===== src/rtl/ptr_store_pkg.sv =====
package ptr_store_pkg;
  typedef enum logic [1:0] {SQ_IDLE, SQ_WR, SQ_ACK, SQ_HOLD} seq_state_e;
  typedef enum logic {DC_IDLE, DC_PFX} dec_state_e;
endpackage


===== src/rtl/ptr_store_regfile.sv =====
module ptr_store_regfile #(
  parameter int PTR_W = 32,
  parameter int IDX_W = 16,
  parameter int NPTR  = 4,
  parameter int RS_W  = 3
) (
  input  logic                       clk_i,
  input  logic                       rst_ni,
  input  logic                       we_i,
  input  logic [RS_W-1:0]            sel_i,
  input  logic [PTR_W-1:0]           wdata_i,
  output logic [NPTR-1:0][PTR_W-1:0] ptr_o,
  output logic [IDX_W-1:0]           idx_o
);
  for (genvar g = 0; g < NPTR; g++) begin : g_ptr
    always_ff @(posedge clk_i or negedge rst_ni) begin
      if (!rst_ni)                            ptr_o[g] <= '0;
      else if (we_i && sel_i == RS_W'(g))     ptr_o[g] <= wdata_i;
    end
  end

  always_ff @(posedge clk_i or negedge rst_ni) begin
    if (!rst_ni)                              idx_o <= '0;
    else if (we_i && sel_i == RS_W'(NPTR))    idx_o <= wdata_i[IDX_W-1:0];
  end
endmodule


===== src/rtl/ptr_store_decode.sv =====
module ptr_store_decode
  import ptr_store_pkg::*;
#(
  parameter logic [7:0] PREFIX  = 8'h6D,
  parameter logic [3:0] SUB_NIB = 4'hB
) (
  input  logic       clk_i,
  input  logic       rst_ni,
  input  logic       valid_i,
  input  logic       ready_i,
  input  logic [7:0] byte_i,
  output logic       launch_o
);
  dec_state_e st_q;
  logic       accept;

  assign accept   = valid_i && ready_i;
  assign launch_o = (st_q == DC_PFX) && accept && (byte_i[3:0] == SUB_NIB);

  always_ff @(posedge clk_i or negedge rst_ni) begin
    if (!rst_ni) st_q <= DC_IDLE;
    else if (accept) begin
      // any byte after the prefix ends the pair, matching or not
      if (st_q == DC_PFX)          st_q <= DC_IDLE;
      else if (byte_i == PREFIX)   st_q <= DC_PFX;
    end
  end
endmodule


===== src/rtl/ptr_store_agen.sv =====
module ptr_store_agen #(
  parameter int PTR_W    = 32,
  parameter int IDX_W    = 16,
  parameter int LOG_W    = 16,
  parameter int PHYS_NW  = 20,
  parameter int PHYS_WW  = 24,
  parameter int BI_W     = 2,
  parameter int TMR_W    = 5,
  parameter int CYC_FIX  = 18,
  parameter int CYC_SLOW = 19,
  parameter int CYC_FAST = 17
) (
  input  logic             clk_i,
  input  logic             rst_ni,
  input  logic             launch_i,
  input  logic [PTR_W-1:0] base_i,
  input  logic [PTR_W-1:0] src_i,
  input  logic [IDX_W-1:0] idx_i,
  input  logic             tmode_i,
  input  logic             bus16_i,
  input  logic             addr24_i,
  input  logic [BI_W-1:0]  byte_idx_i,
  output logic [TMR_W-1:0] cycles_o,
  output logic [PTR_W-1:0] addr_o,
  output logic [7:0]       data_o,
  output logic             logical_o
);
  localparam int HI_W = PTR_W - LOG_W;
  localparam logic [PTR_W-1:0] NMASK = {{(PTR_W-PHYS_NW){1'b0}}, {PHYS_NW{1'b1}}};
  localparam logic [PTR_W-1:0] WMASK = {{(PTR_W-PHYS_WW){1'b0}}, {PHYS_WW{1'b1}}};

  logic [PTR_W-1:0] ea_c, ea_q, src_q, a_k;
  logic             log_q, a24_q;

  assign ea_c = base_i + {{(PTR_W-IDX_W){1'b0}}, idx_i};

  always_comb begin
    if (!tmode_i)                 cycles_o = TMR_W'(CYC_FIX);
    else if (bus16_i && !ea_c[0]) cycles_o = TMR_W'(CYC_FAST);
    else                          cycles_o = TMR_W'(CYC_SLOW);
  end

  always_ff @(posedge clk_i or negedge rst_ni) begin
    if (!rst_ni) begin
      ea_q  <= '0;
      src_q <= '0;
      log_q <= 1'b0;
      a24_q <= 1'b0;
    end else if (launch_i) begin
      ea_q  <= ea_c;
      src_q <= src_i;
      log_q <= &base_i[PTR_W-1 -: HI_W];
      a24_q <= addr24_i;
    end
  end

  assign a_k = ea_q + PTR_W'(byte_idx_i);

  always_comb begin
    if (log_q)      addr_o = {{HI_W{1'b0}}, a_k[LOG_W-1:0]};
    else if (a24_q) addr_o = a_k & WMASK;
    else            addr_o = a_k & NMASK;
  end

  assign data_o    = src_q[{byte_idx_i, 3'b000} +: 8];
  assign logical_o = log_q;
endmodule


===== src/rtl/ptr_store_seq.sv =====
module ptr_store_seq
  import ptr_store_pkg::*;
#(
  parameter int NBYTE = 4,
  parameter int BI_W  = 2,
  parameter int TMR_W = 5
) (
  input  logic             clk_i,
  input  logic             rst_ni,
  input  logic             launch_i,
  input  logic [TMR_W-1:0] cycles_i,
  input  logic             ready_i,
  output logic             we_o,
  output logic             busy_o,
  output logic             done_o,
  output logic [BI_W-1:0]  byte_idx_o
);
  localparam logic [BI_W-1:0]  LAST = BI_W'(NBYTE - 1);
  // two opcode cycles precede the first busy cycle, done lands on the last one
  localparam logic [TMR_W-1:0] PRE  = TMR_W'(3);

  seq_state_e       st_q;
  logic [TMR_W-1:0] tmr_q, tmr_dec;

  assign tmr_dec = (tmr_q == '0) ? '0 : tmr_q - 1'b1;

  always_ff @(posedge clk_i or negedge rst_ni) begin
    if (!rst_ni) begin
      st_q       <= SQ_IDLE;
      byte_idx_o <= '0;
      tmr_q      <= '0;
    end else begin
      unique case (st_q)
        SQ_IDLE: if (launch_i) begin
          st_q       <= SQ_WR;
          byte_idx_o <= '0;
          tmr_q      <= cycles_i - PRE;
        end
        SQ_WR: begin
          st_q  <= SQ_ACK;
          tmr_q <= tmr_dec;
        end
        SQ_ACK: begin
          tmr_q <= tmr_dec;
          if (ready_i) begin
            if (byte_idx_o == LAST) st_q <= SQ_HOLD;
            else begin
              byte_idx_o <= byte_idx_o + 1'b1;
              st_q       <= SQ_WR;
            end
          end
        end
        SQ_HOLD: begin
          if (tmr_q == '0) st_q <= SQ_IDLE;
          else             tmr_q <= tmr_dec;
        end
        default: st_q <= SQ_IDLE;
      endcase
    end
  end

  assign we_o   = (st_q == SQ_WR);
  assign busy_o = (st_q != SQ_IDLE);
  assign done_o = (st_q == SQ_HOLD) && (tmr_q == '0);
endmodule


===== src/rtl/ptr_store_unit.sv =====
module ptr_store_unit #(
  parameter int         PTR_W    = 32,
  parameter int         IDX_W    = 16,
  parameter int         NPTR     = 4,
  parameter int         LOG_W    = 16,
  parameter int         PHYS_NW  = 20,
  parameter int         PHYS_WW  = 24,
  parameter logic [7:0] PREFIX   = 8'h6D,
  parameter logic [3:0] SUB_NIB  = 4'hB,
  parameter int         CYC_FIX  = 18,
  parameter int         CYC_SLOW = 19,
  parameter int         CYC_FAST = 17
) (
  input  logic             clk_i,
  input  logic             rst_ni,
  input  logic             rf_we_i,
  input  logic [2:0]       rf_sel_i,
  input  logic [PTR_W-1:0] rf_wdata_i,
  input  logic             op_valid_i,
  input  logic [7:0]       op_byte_i,
  output logic             op_ready_o,
  input  logic             cfg_tmode_i,
  input  logic             cfg_bus16_i,
  input  logic             cfg_addr24_i,
  output logic             mem_we_o,
  output logic [PTR_W-1:0] mem_addr_o,
  output logic [7:0]       mem_data_o,
  output logic             mem_xlat_o,
  input  logic             mem_ready_i,
  output logic             busy_o,
  output logic             done_o
);
  localparam int SEL_W = $clog2(NPTR);
  localparam int NBYTE = PTR_W / 8;
  localparam int BI_W  = $clog2(NBYTE);
  localparam int TMR_W = $clog2(CYC_SLOW + 1);

  logic [NPTR-1:0][PTR_W-1:0] ptr;
  logic [IDX_W-1:0]           idx;
  logic [SEL_W-1:0]           src_sel, base_sel;
  logic                       launch, we, logical;
  logic [TMR_W-1:0]           cycles;
  logic [BI_W-1:0]            byte_idx;

  assign src_sel  = op_byte_i[7 -: SEL_W];
  assign base_sel = op_byte_i[5 -: SEL_W];

  ptr_store_regfile #(
    .PTR_W(PTR_W), .IDX_W(IDX_W), .NPTR(NPTR), .RS_W(3)
  ) u_rf (
    .clk_i, .rst_ni,
    .we_i(rf_we_i), .sel_i(rf_sel_i), .wdata_i(rf_wdata_i),
    .ptr_o(ptr), .idx_o(idx)
  );

  ptr_store_decode #(.PREFIX(PREFIX), .SUB_NIB(SUB_NIB)) u_dec (
    .clk_i, .rst_ni,
    .valid_i(op_valid_i), .ready_i(op_ready_o), .byte_i(op_byte_i),
    .launch_o(launch)
  );

  ptr_store_agen #(
    .PTR_W(PTR_W), .IDX_W(IDX_W), .LOG_W(LOG_W), .PHYS_NW(PHYS_NW),
    .PHYS_WW(PHYS_WW), .BI_W(BI_W), .TMR_W(TMR_W),
    .CYC_FIX(CYC_FIX), .CYC_SLOW(CYC_SLOW), .CYC_FAST(CYC_FAST)
  ) u_agen (
    .clk_i, .rst_ni,
    .launch_i(launch), .base_i(ptr[base_sel]), .src_i(ptr[src_sel]),
    .idx_i(idx), .tmode_i(cfg_tmode_i), .bus16_i(cfg_bus16_i),
    .addr24_i(cfg_addr24_i), .byte_idx_i(byte_idx),
    .cycles_o(cycles), .addr_o(mem_addr_o), .data_o(mem_data_o),
    .logical_o(logical)
  );

  ptr_store_seq #(.NBYTE(NBYTE), .BI_W(BI_W), .TMR_W(TMR_W)) u_seq (
    .clk_i, .rst_ni,
    .launch_i(launch), .cycles_i(cycles), .ready_i(mem_ready_i),
    .we_o(we), .busy_o(busy_o), .done_o(done_o), .byte_idx_o(byte_idx)
  );

  assign op_ready_o = !busy_o;
  assign mem_we_o   = we;
  assign mem_xlat_o = we && logical;
endmodule


===== config.mk =====
export PLATFORM = sky130hd
export DESIGN_NAME = ptr_store_unit
export DESIGN_NICKNAME = d
export VERILOG_FILES = /design/src/rtl/ptr_store_pkg.sv /design/src/rtl/ptr_store_regfile.sv /design/src/rtl/ptr_store_decode.sv /design/src/rtl/ptr_store_agen.sv /design/src/rtl/ptr_store_seq.sv /design/src/rtl/ptr_store_unit.sv
export SDC_FILE = /design/constraint.sdc
export NUM_CORES = 1
export LEC_CHECK = 0
export ABC_AREA = 1
export BUFFER_PORTS_ARGS = -buffer_cell sky130_fd_sc_hd__buf_4
export CORE_MARGIN = 2
export CORE_UTILIZATION = 59
export CTS_CLUSTER_SIZE = 8
export DETAILED_ROUTE_END_ITERATION = 10
export HOLD_SLACK_MARGIN = 0.06
export PLACE_DENSITY = 0.76
export SLEW_MARGIN = 5
export SYNTH_ARGS = -nofsm -noshare
export SYNTH_HDL_FRONTEND = slang
export SYNTH_HIERARCHICAL = 1
export SYNTH_SLANG_ARGS = --single-unit
export TNS_END_PERCENT = 100

===== constraint.sdc =====
create_clock -name clk_i -period 5.95 [get_ports clk_i]
set_input_delay 0.2975 -clock clk_i [delete_from_list [all_inputs] [get_ports clk_i]]
set_output_delay 0.2975 -clock clk_i [all_outputs]
set_load 0.02 [all_outputs]

==> metrics.txt, run 1 <==
Hold WC Path Type in2reg; Lkg Pwr roughly 9 nW; Post-Synth Adder-Cell Area 2.20%; GRT Total Usage around 33%; slowest stage delay, CP 0.75 ns; startpoint types register; critical path class reg2out; Overflow after GRT 0; register area share after synthesis about 38%; first-pass GRT wire length ~64 mm; most instantiated cells after synthesis nand2_1 (969), nand3_1 (276), inv_1 (221), dfrtp_1 (212), nor2_1 (68); worst-path maximum fanout 20; Cells after Synth 2,066; crit share post-route 57.5%; Post-synth EDFFs 0; setup TNS 0 ns; final hold violation count 0; Placement Setup Slack roughly 2.5 ns; largest net degree at the start of global routing 86; Setup Viol. Count Final 0; Die Ht roughly 160 microns; most common cell in the netlist nand2_1; die area between 20,000 and 25,000 sq um; Yosys cell types 42; mux contribution to synthesized area 0%; gpl congestion around 0.97; post-synth top area share 38.5%; Slew Limit Headroom 21.6%; Worst Tran Pin Value 1.17 ns; P per Cell Area about 320 nW/um^2; Clock Latency Late Sink 0.55 ns; final slew viol count 0; RSZ-0062 raised after global routing no; Layout area overhead 11.5%; async set-reset flop share out of synthesis 100%; number of antenna-violating nets in the routed design 0; clock buffer depth 3; Crit-path slowest cell dfrtp_1; Worst setup EP type output pin; leading area contributor after synthesis dfrtp_1; simple-gate portion of the synthesized area 43.2%; Synth Area per Inst approximately 6.7 sq um; #FFs+latches synth about 210; WP data required between 5 and 6 ns; initial core utilization 60.5%; register clock-pin slew on the reported worst setup and hold paths ~0.050 ns; Worst Path Arrival approximately 3.1 ns; TritonCTS Buffers 30; I/O Pins 96; antenna violations before repair 0; maximum vdd drop around 200 uV; 1st-pass router iterations 7; DP Wirelength approximately 26 mm; DR iter-0 viols roughly 1,500; Max-Cap Viols 0; number of global-route vias before repair 12,700; Chip Width between 150 and 200 microns; share of layout cells above drive strength 1 a little under a tenth; Ys Warns 6; drt wl/cell roughly 16 microns; compound-cell area share of the yosys netlist 2.59%; maximum level of the CTS H-tree 1; core area between 20,000 and 25,000 sq um; clk root buf clkbuf_16; total inserted antenna cells 0; nets@finish ~2,200; vias per cell 5.51; Max Freq between 200 and 300 MHz; Synth Area in XOR/XNOR 1.65%; # port buffers 87; CTS tree done; CP most frequent cell nor2_4; # rows 55; synthesized area roughly 14,000 sq um; status completed; Post-Route WL 40.2 mm; drt drc 0; Sink Count 212; Main synth FF type dfrtp_1; Final WS setup roughly 2.5 ns; synth top area cells dfrtp_1 (38%), nand2_1 (26%), nand3_1 (10%), inv_1 (6.0%), buf_6 (2.2%); CTS resizes 0; CP Cell Sequence ha_1, inv_1, fa_1, nor2_4, nand2_4, nor2_4, nand2_2, nor2_2, nand2_1, o21ai_1, nor2_1, buf_4; largest family of logic cells by synthesized area simple AND/OR/NAND/NOR gates; Clock Skew approximately 0.011 ns; Final min period between 3 and 4 ns; via count between 10,000 and 15,000; fillers 1,972
## worst max-delay path, delay by kind of cell (launching register included)
family	cells	cell delay, ns
buffers and inverters	2	0.21
adder cells (fa/ha/maj)	2	0.77
AND/OR/NAND/NOR	7	0.72
AO/OA/AOI/OAI	1	0.12
flip-flops	1	0.75
## flip-flops by register name, indices dropped and copies added, names as in the netlist
signal and cells:
u_agen/ea_q 24, u_rf/ptr_o 128, u_agen/a24_q 1, u_seq/st_q 2, u_seq/byte_idx_o 2, u_dec/st_q 1, u_rf/idx_o 16, u_agen/logical_o 1
u_seq/tmr_q 5, u_agen/src_q 32
## final timing paths
| path | from | endpoint | slack [ns] | depth (start not counted) |
|---|---|---|---|---|
| max | u_seq/byte_idx_o[0] | mem_addr_o[18] | 2.53 | 12 |
| min | op_byte_i[2] | u_agen/src_q[25] | 0.11 | 4 |
| max reg2reg | u_seq/st_q[0] | u_agen/src_q[9] | 3.01 | 10 |
| min reg2reg | u_agen/src_q[18] | u_agen/src_q[18] | 0.47 | 2 |
| max in group asynchronous | rst_ni | u_agen/src_q[14] | 4.24 | 3 |
| min in group asynchronous | rst_ni | u_rf/ptr_o[26] | 0.39 | 2 |
## per-stage QoR
step / total power, W / util, % / hold WS (ns) / cell area, sq um / instances
after CTS: 0.00484 / 67.5 / 0.108 / 15400 / 2450
after detailed placement: 0.00327 / 62.4 / 0.413 / 14200 / 2383
after global routing: 0.00513 / 67.5 / 0.130 / 15400 / 2450
after global placement: 0.00324 / 62.4 / 0.408 / 14200 / 2383
final: 0.00485 / 67.5 / 0.114 / 15400 / 2450
after floorplan: 0.00285 / - / 0.00191 / 13800 / 2075
## cell type report
type,count,area [sq um],area share [%]
clock buffers,31,776,5.05
inverters,234,881,5.73
repair buffers,134,1100,7.15
clock inverters,1,30.0,0.195
well taps,313,392,2.55
multi-input cells,1525,6890,44.8
flip-flops and latches,212,5310,34.5
## placed cells by master (no fill, tap or decap), types with 2 or more instances in the layout
master / count
dfrtp_1: 212
fa_1: 2
nand2_2: 16
a21oi_1: 15
conb_1: 11
xor2_1: 16
o21ai_1: 7
a31oi_1: 2
nor3_2: 2
nand2_4: 4
o21ai_0: 28
nor2_1: 68
nand3b_1: 6
dlygate4sd3_1: 35
o22ai_1: 10
ha_1: 21
nand4_1: 17
nor4_2: 2
nand3_2: 3
nand2_1: 969
nor2_2: 13
nor3_1: 6
inv_1: 221
nand3_1: 276
inv_2: 11
nor2_4: 9
or2_1: 3
xnor2_1: 10
nor4_1: 2
clkbuf_16: 31
buf_4: 98
## routing by layer
metal  part of all wire (%)  track usage, %
met5                      0               0
met3                     10            6.22
met4                    3.4            12.4
met2                     45            52.8
met1                     41            44.7
## timing repair
item | CTS | global route
hold buffers | 35 | 0
setup buffers | 0 | 0
endpoints found under the hold margin | 222 | 0
## report_power, final
group	leakage [nW]	total (W)	switching [W]	internal [W]
combinational	5.62	0.00150	0.000992	0.000510
clock	0.396	0.00154	0.000601	0.000942
sequential	2.73	0.00181	0.000148	0.00166
## cell families after synthesis
logic type      after synthesis
fa+ha+maj                    23
other cells                   2
simple gates               1400
xor+xnor                     26
flops                       212
buf+inv                     338
compound gates               65
No activity file was read; power rests on OpenSTA's default activity.
==> run 2, diff against run 1 <==
==> constraint.sdc (replaced) <==
create_clock -name clk_i -period 3.6 [get_ports clk_i]
set_input_delay 0.18 -clock clk_i [delete_from_list [all_inputs] [get_ports clk_i]]
set_output_delay 0.18 -clock clk_i [all_outputs]
set_load 0.02 [all_outputs]
==> run 2 against run 1 <==
  * Register-to-register slack got worse by 1.9 ns
  * Die area did not move
  * Global-route usage rose by 1.3 points
==> metrics.txt, run 2 (synthesized netlist as in run 1, its figures left out) <==
status completed; Worst Path Arrival between 3 and 4 ns; WP data required 3.42 ns; CP most frequent cell nor2_4; RSZ-0062 raised after global routing no; CP Cell Sequence inv_1, fa_1, nor2_4, nand2_4, nor2_4, nand2_2, nor2_2, nand2_1, o21ai_1, nor2_1, buf_4; startpoint types register; met1 wire length 17.7 mm; antenna violations before repair 0; DP Wirelength 28.1 mm; Clock Skew roughly 0.011 ns; clk root buf clkbuf_16; fin area between 15,000 and 20,000 sq um; Largest regs u_rf/ptr_o (128), u_agen/src_q (32), u_agen/ea_q (24); crit share post-route 89.0%; most flop-heavy register u_rf/ptr_o; Overflow after GRT 0; met3 wire length around 3.8 mm; Sink Count around 210; setup bufs post-CTS 0; vias per cell between 5 and 6; final slew viol count 0; GRT Total Usage around a third; critical path class reg2out; TritonCTS Buffers 30; I/O Pins 96; most frequent cells in the layout nand2_1 (969), nand3_1 (276), inv_1 (221), dfrtp_1 (212), buf_4 (108); Chip Width roughly 160 microns; nets@finish between 2,000 and 2,500; maximum level of the CTS H-tree 1; Lkg Pwr roughly 8.8 nW; register clock-pin slew on the reported worst setup and hold paths approximately 0.050 ns; slowest stage delay, CP around 0.62 ns; CTS resizes 0; drt wl/cell ~17 microns; number of global-route vias before repair 12,700; initial core utilization 60.5%; Layout area overhead 12.2%; Max-Cap Viols 0; Setup Viol. Count Final 0; Final WS setup roughly 0.40 ns; max FFs per register between 100 and 150; largest net degree at the start of global routing between 90 and 100; Worst Tran Pin Value roughly 1.2 ns; Hold WC Path Type in2reg; final hold violation count 0; commonest non-fill, non-tap cell in the layout nand2_1; die area approximately 25,000 sq um; DR iter-0 viols 1,454; number of antenna-violating nets in the routed design 0; 1st-pass router iterations 7; first-pass GRT wire length 66.5 mm; core area ~23,000 sq um; worst-path maximum fanout 12; Placement Setup Slack 0.873 ns; P per Cell Area 515 nW/um^2; via count 13,500; # rows 55; drt drc 0; DP Area between 10,000 and 15,000 sq um; Min Hold Slack approximately 0.073 ns; Max Freq between 300 and 400 MHz; total power between 0.007 and 0.008 W; gpl congestion ~0.93; CTS tree done; Clock Latency Late Sink roughly 0.56 ns; Final min period roughly 3.2 ns; Worst setup EP type output pin; clock buffer depth 3; Post-Route WL about 42 mm; Die Ht ~160 microns; # port buffers 87; setup TNS 0 ns; Crit-path slowest cell fa_1; Slew Limit Headroom between 20 and 25%; share of layout cells above drive strength 1 about a tenth; met2 wire len 19.0 mm; max layer used met4; maximum vdd drop roughly 380 uV
[run 2: changes by cell type in the layout (fill, tap and decap cells not counted), sizes merged]
cell	change
clkinv	+2
dlygate4sd3	+4
diode	+1
bufinv	-1
buf	+11
[run 2: critical path: cells and delay by family, from the launching register on]
kind	cells	cell delay [ns]
AO/OA/AOI/OAI	1	0.12
adder cells (fa/ha/maj)	1	0.62
buffers and inverters	2	0.41
flip-flops	1	0.57
AND/OR/NAND/NOR	7	0.75
[run 2: report_power, final]
part / switching [W] / total [W] / internal, W
logic: 0.00167 / 0.00253 / 0.000855
registers: 0.000230 / 0.00297 / 0.00274
clock network: 0.00103 / 0.00248 / 0.00145
total: 0.00293 / 0.00798 / 0.00505
[run 2: area by class of cell]
type / count / area, sq um
Timing Repair Buffer: 149 / 1230
Clock inverter: 2 / 21.3
Sequential cell: 212 / 5310
Clock buffer: 31 / 754
Fill cell: 2034 / 7300
Multi-Input combinational cell: 1525 / 6890
Antenna cell: 1 / 2.50
Inverter: 234 / 881
Tap cell: 313 / 392
[run 2: worst paths after layout]
kind | startpoint | to | slack (ns) | depth (start not counted)
min in group asynchronous | rst_ni | u_rf/ptr_o[122] | 0.18 | 2
max reg2reg | u_seq/st_q[0] | u_agen/ea_q[3] | 1.07 | 12
max in group asynchronous | rst_ni | u_agen/src_q[30] | 2.40 | 3
min reg2reg | u_agen/src_q[23] | u_agen/src_q[23] | 0.47 | 2
max | u_seq/byte_idx_o[1] | mem_addr_o[18] | 0.40 | 11
min | mem_ready_i | u_seq/st_q[0] | 0.07 | 5
[run 2: metal layers]
| metal | track usage, % | up-vias |
|---|---|---|
| met3 | 4.65 | 86 |
| li1 | - | 6502 |
| met5 | 0 | - |
| met2 | 54.6 | 651 |
| met1 | 49.0 | 6298 |
| met4 | 10.1 | 0 |
[run 2: what timing repair did]
action	in CTS	in global routing
hold buffers	39	0
endpoints found under the hold margin	221	0
endpoints found under the setup margin	0	0
[run 2: metrics by stage]
stage | cells | util, %
2_1_floorplan | 2075 | -
3_3_place_gp | 2394 | 62.8
3_5_place_dp | 2394 | 62.8
4_1_cts | 2466 | 68.0
5_1_grt | 2466 | 68.0
6_report | 2467 | 68.0
==> run 3, diff against run 2 <==
--- a/config.mk
+++ b/config.mk
@@ -6,6 +6,7 @@
 export NUM_CORES = 1
 export LEC_CHECK = 0
 export ABC_AREA = 1
+export ABC_CLOCK_PERIOD_IN_PS = 3300
 export BUFFER_PORTS_ARGS = -buffer_cell sky130_fd_sc_hd__buf_4
 export CORE_MARGIN = 2
 export CORE_UTILIZATION = 59
==> constraint.sdc (replaced) <==
create_clock -name clk_i -period 3.3 [get_ports clk_i]
set_input_delay 0.165 -clock clk_i [delete_from_list [all_inputs] [get_ports clk_i]]
set_output_delay 0.165 -clock clk_i [all_outputs]
set_load 0.02 [all_outputs]
==> run 3 against run 2 <==
  * Clock skew increased by 0.0043 ns
  * Sequential cell count unchanged
  * Cell count increased by 0.16%
  * Sequential power increased by 9.1%
  * Critical path depth unchanged
  * Largest power group unchanged
  * Die area unchanged
  * Combinational power increased by 9.1%
  * Via count increased by 0.75%
  * Global-route usage decreased by 0.27 points
==> metrics.txt, run 3 (synthesized netlist as in run 1, its figures left out) <==
Min Hold Slack 0.0823 ns; via count 13,600; status completed; total power 0.00869 W; drt drc 0; Sink Count between 200 and 250; cts hold-fix bufs between 40 and 50; DP Area roughly 14,000 sq um; die area ~25,000 sq um; total inserted antenna cells 0; Final min period 3.06 ns; Crit-path slowest cell fa_1; Die Ht ~160 microns; most flop-heavy register u_rf/ptr_o; clk root buf clkbuf_16; Placement Setup Slack a little under 0.7 ns; # rows between 50 and 60; DR iter-0 viols approximately 1,500; register clock-pin slew on the reported worst setup and hold paths ~0.050 ns; Worst Tran Pin Value around 1.2 ns; Lkg Pwr between 8 and 9 nW; number of global-route vias before repair around 13,000; crit share post-route slightly above 90%; I/O Pins 96; Overflow after GRT 0; Switching Share 36.6%; Worst setup EP type output pin; setup bufs post-CTS 0; RSZ-0062 raised after global routing no; maximum vdd drop around 430 uV; most frequent cells in the layout nand2_1 (969), nand3_1 (276), inv_1 (221), dfrtp_1 (212), buf_4 (111); drt wl/cell roughly 17 microns; number of antenna-violating nets in the routed design 0; Clock Skew between 0.015 and 0.02 ns; gpl congestion just over 0.9; Post-Route WL 41.1 mm; Largest regs u_rf/ptr_o (128), u_agen/src_q (32), u_agen/ea_q (24); setup TNS 0 ns; worst-path maximum fanout 12; CP most frequent cell nor2_4; GRT Total Usage 34.0%; Layout area overhead 12.5%; critical path class reg2out; first-pass GRT wire length 66.0 mm; Final WS setup about 0.24 ns; slowest stage delay, CP about 0.58 ns; fin area 15,500 sq um; fillers ~2,000; final hold violation count 0; core area roughly 23,000 sq um; vias per cell approximately 5.5; # port buffers between 80 and 90; WP data required 3.13 ns; commonest non-fill, non-tap cell in the layout nand2_1; Chip Width between 150 and 200 microns; P per Cell Area about 560 nW/um^2; largest net degree at the start of global routing between 90 and 100; final slew viol count 0; maximum level of the CTS H-tree 1; share of layout cells above drive strength 1 about a tenth; P_sw between 0.003 and 0.004 W; Setup Viol. Count Final 0; startpoint types register; Max Freq about 330 MHz; Max-Cap Viols 0; TritonCTS Buffers 30; Sequential Power Share 37.3%; 1st-pass router iterations 7; Hold WC Path Type in2reg; CTS tree done; clock buffer depth 3; CP Cell Sequence inv_1, fa_1, nor2_4, nand2_4, nor2_4, nand2_2, nor2_2, nand2_1, o21ai_1, nor2_1, buf_4; Clk network pwr share a little under a third; Comb pwr share around a third; cell internal pwr between 0.005 and 0.006 W; CTS resizes 0; initial core utilization between 60% and 70%; DP Wirelength between 20 and 30 mm; antenna violations before repair 0; Clock Latency Late Sink 0.56 ns; nets@finish about 2,200; max FFs per register between 100 and 150; Slew Limit Headroom 20.4%; Worst Path Arrival 2.90 ns
## run 3: cell types whose count changed in the layout (fill, tap and decap cells not counted)
cell           previous run  this run
dlygate4sd3_1            39        42
buf_4                   108       111
diode_2                   1         0
buf_12                    1         0
## run 3: path summary, 6_finish.rpt
path / from / end / slack, ns / cells after the start
worst max-delay path: u_seq/byte_idx_o[1] / mem_addr_o[18] / 0.24 / 11
worst min-delay path: rf_we_i / u_rf/ptr_o[30] / 0.08 / 5
worst max register to register: u_seq/st_q[0] / u_agen/a24_q / 0.51 / 12
worst min register to register: u_agen/src_q[21] / u_agen/src_q[21] / 0.47 / 2
max in group asynchronous: rst_ni / u_rf/idx_o[5] / 2.05 / 3
min in group asynchronous: rst_ni / u_rf/ptr_o[94] / 0.28 / 2
## run 3: power groups by stage
stage | clock, W | sequential, W | combinational [W]
6_report | 0.00269 | 0.00324 | 0.00276
5_1_grt | 0.00283 | 0.00329 | 0.00309
4_1_cts | 0.00272 | 0.00323 | 0.00272
3_5_place_dp | 0 | 0.00327 | 0.00266
3_3_place_gp | 0 | 0.00325 | 0.00261
2_1_floorplan | 0 | 0.00321 | 0.00192
## run 3: cell type report
cell class | instances | area [sq um] | share of cell area, %
timing repair buffer | 154 | 1270 | 8.17
sequential | 212 | 5310 | 34.2
clock buffer | 31 | 754 | 4.86
tap | 313 | 392 | 2.52
inverter | 234 | 881 | 5.68
clock inverter | 2 | 21.3 | 0.137
multi-input combinational | 1525 | 6890 | 44.4
## run 3: through the flow
step                utilization [%]  cells
floorplan                         -   2075
global placement               62.8   2396
detailed placement             62.8   2396
CTS                            68.1   2471
global route                   68.1   2471
finish                         68.1   2471
## run 3: per-layer routing
layer	share of wire, %	GRT usage, %	vias up
met5	0	0	-
met1	43	48.0	6348
met4	2.3	9.57	0
li1	-	-	6511
met3	10	6.31	81
met2	45	53.8	699
## run 3: worst max-delay path: cells and delay by family (launching register included)
family | cells | cell delay, ns
buffers and inverters | 2 | 0.40
adders and majority gates | 1 | 0.58
DFF | 1 | 0.55
and+or+nand+nor | 7 | 0.70
AOI/OAI and AO/OA | 1 | 0.12
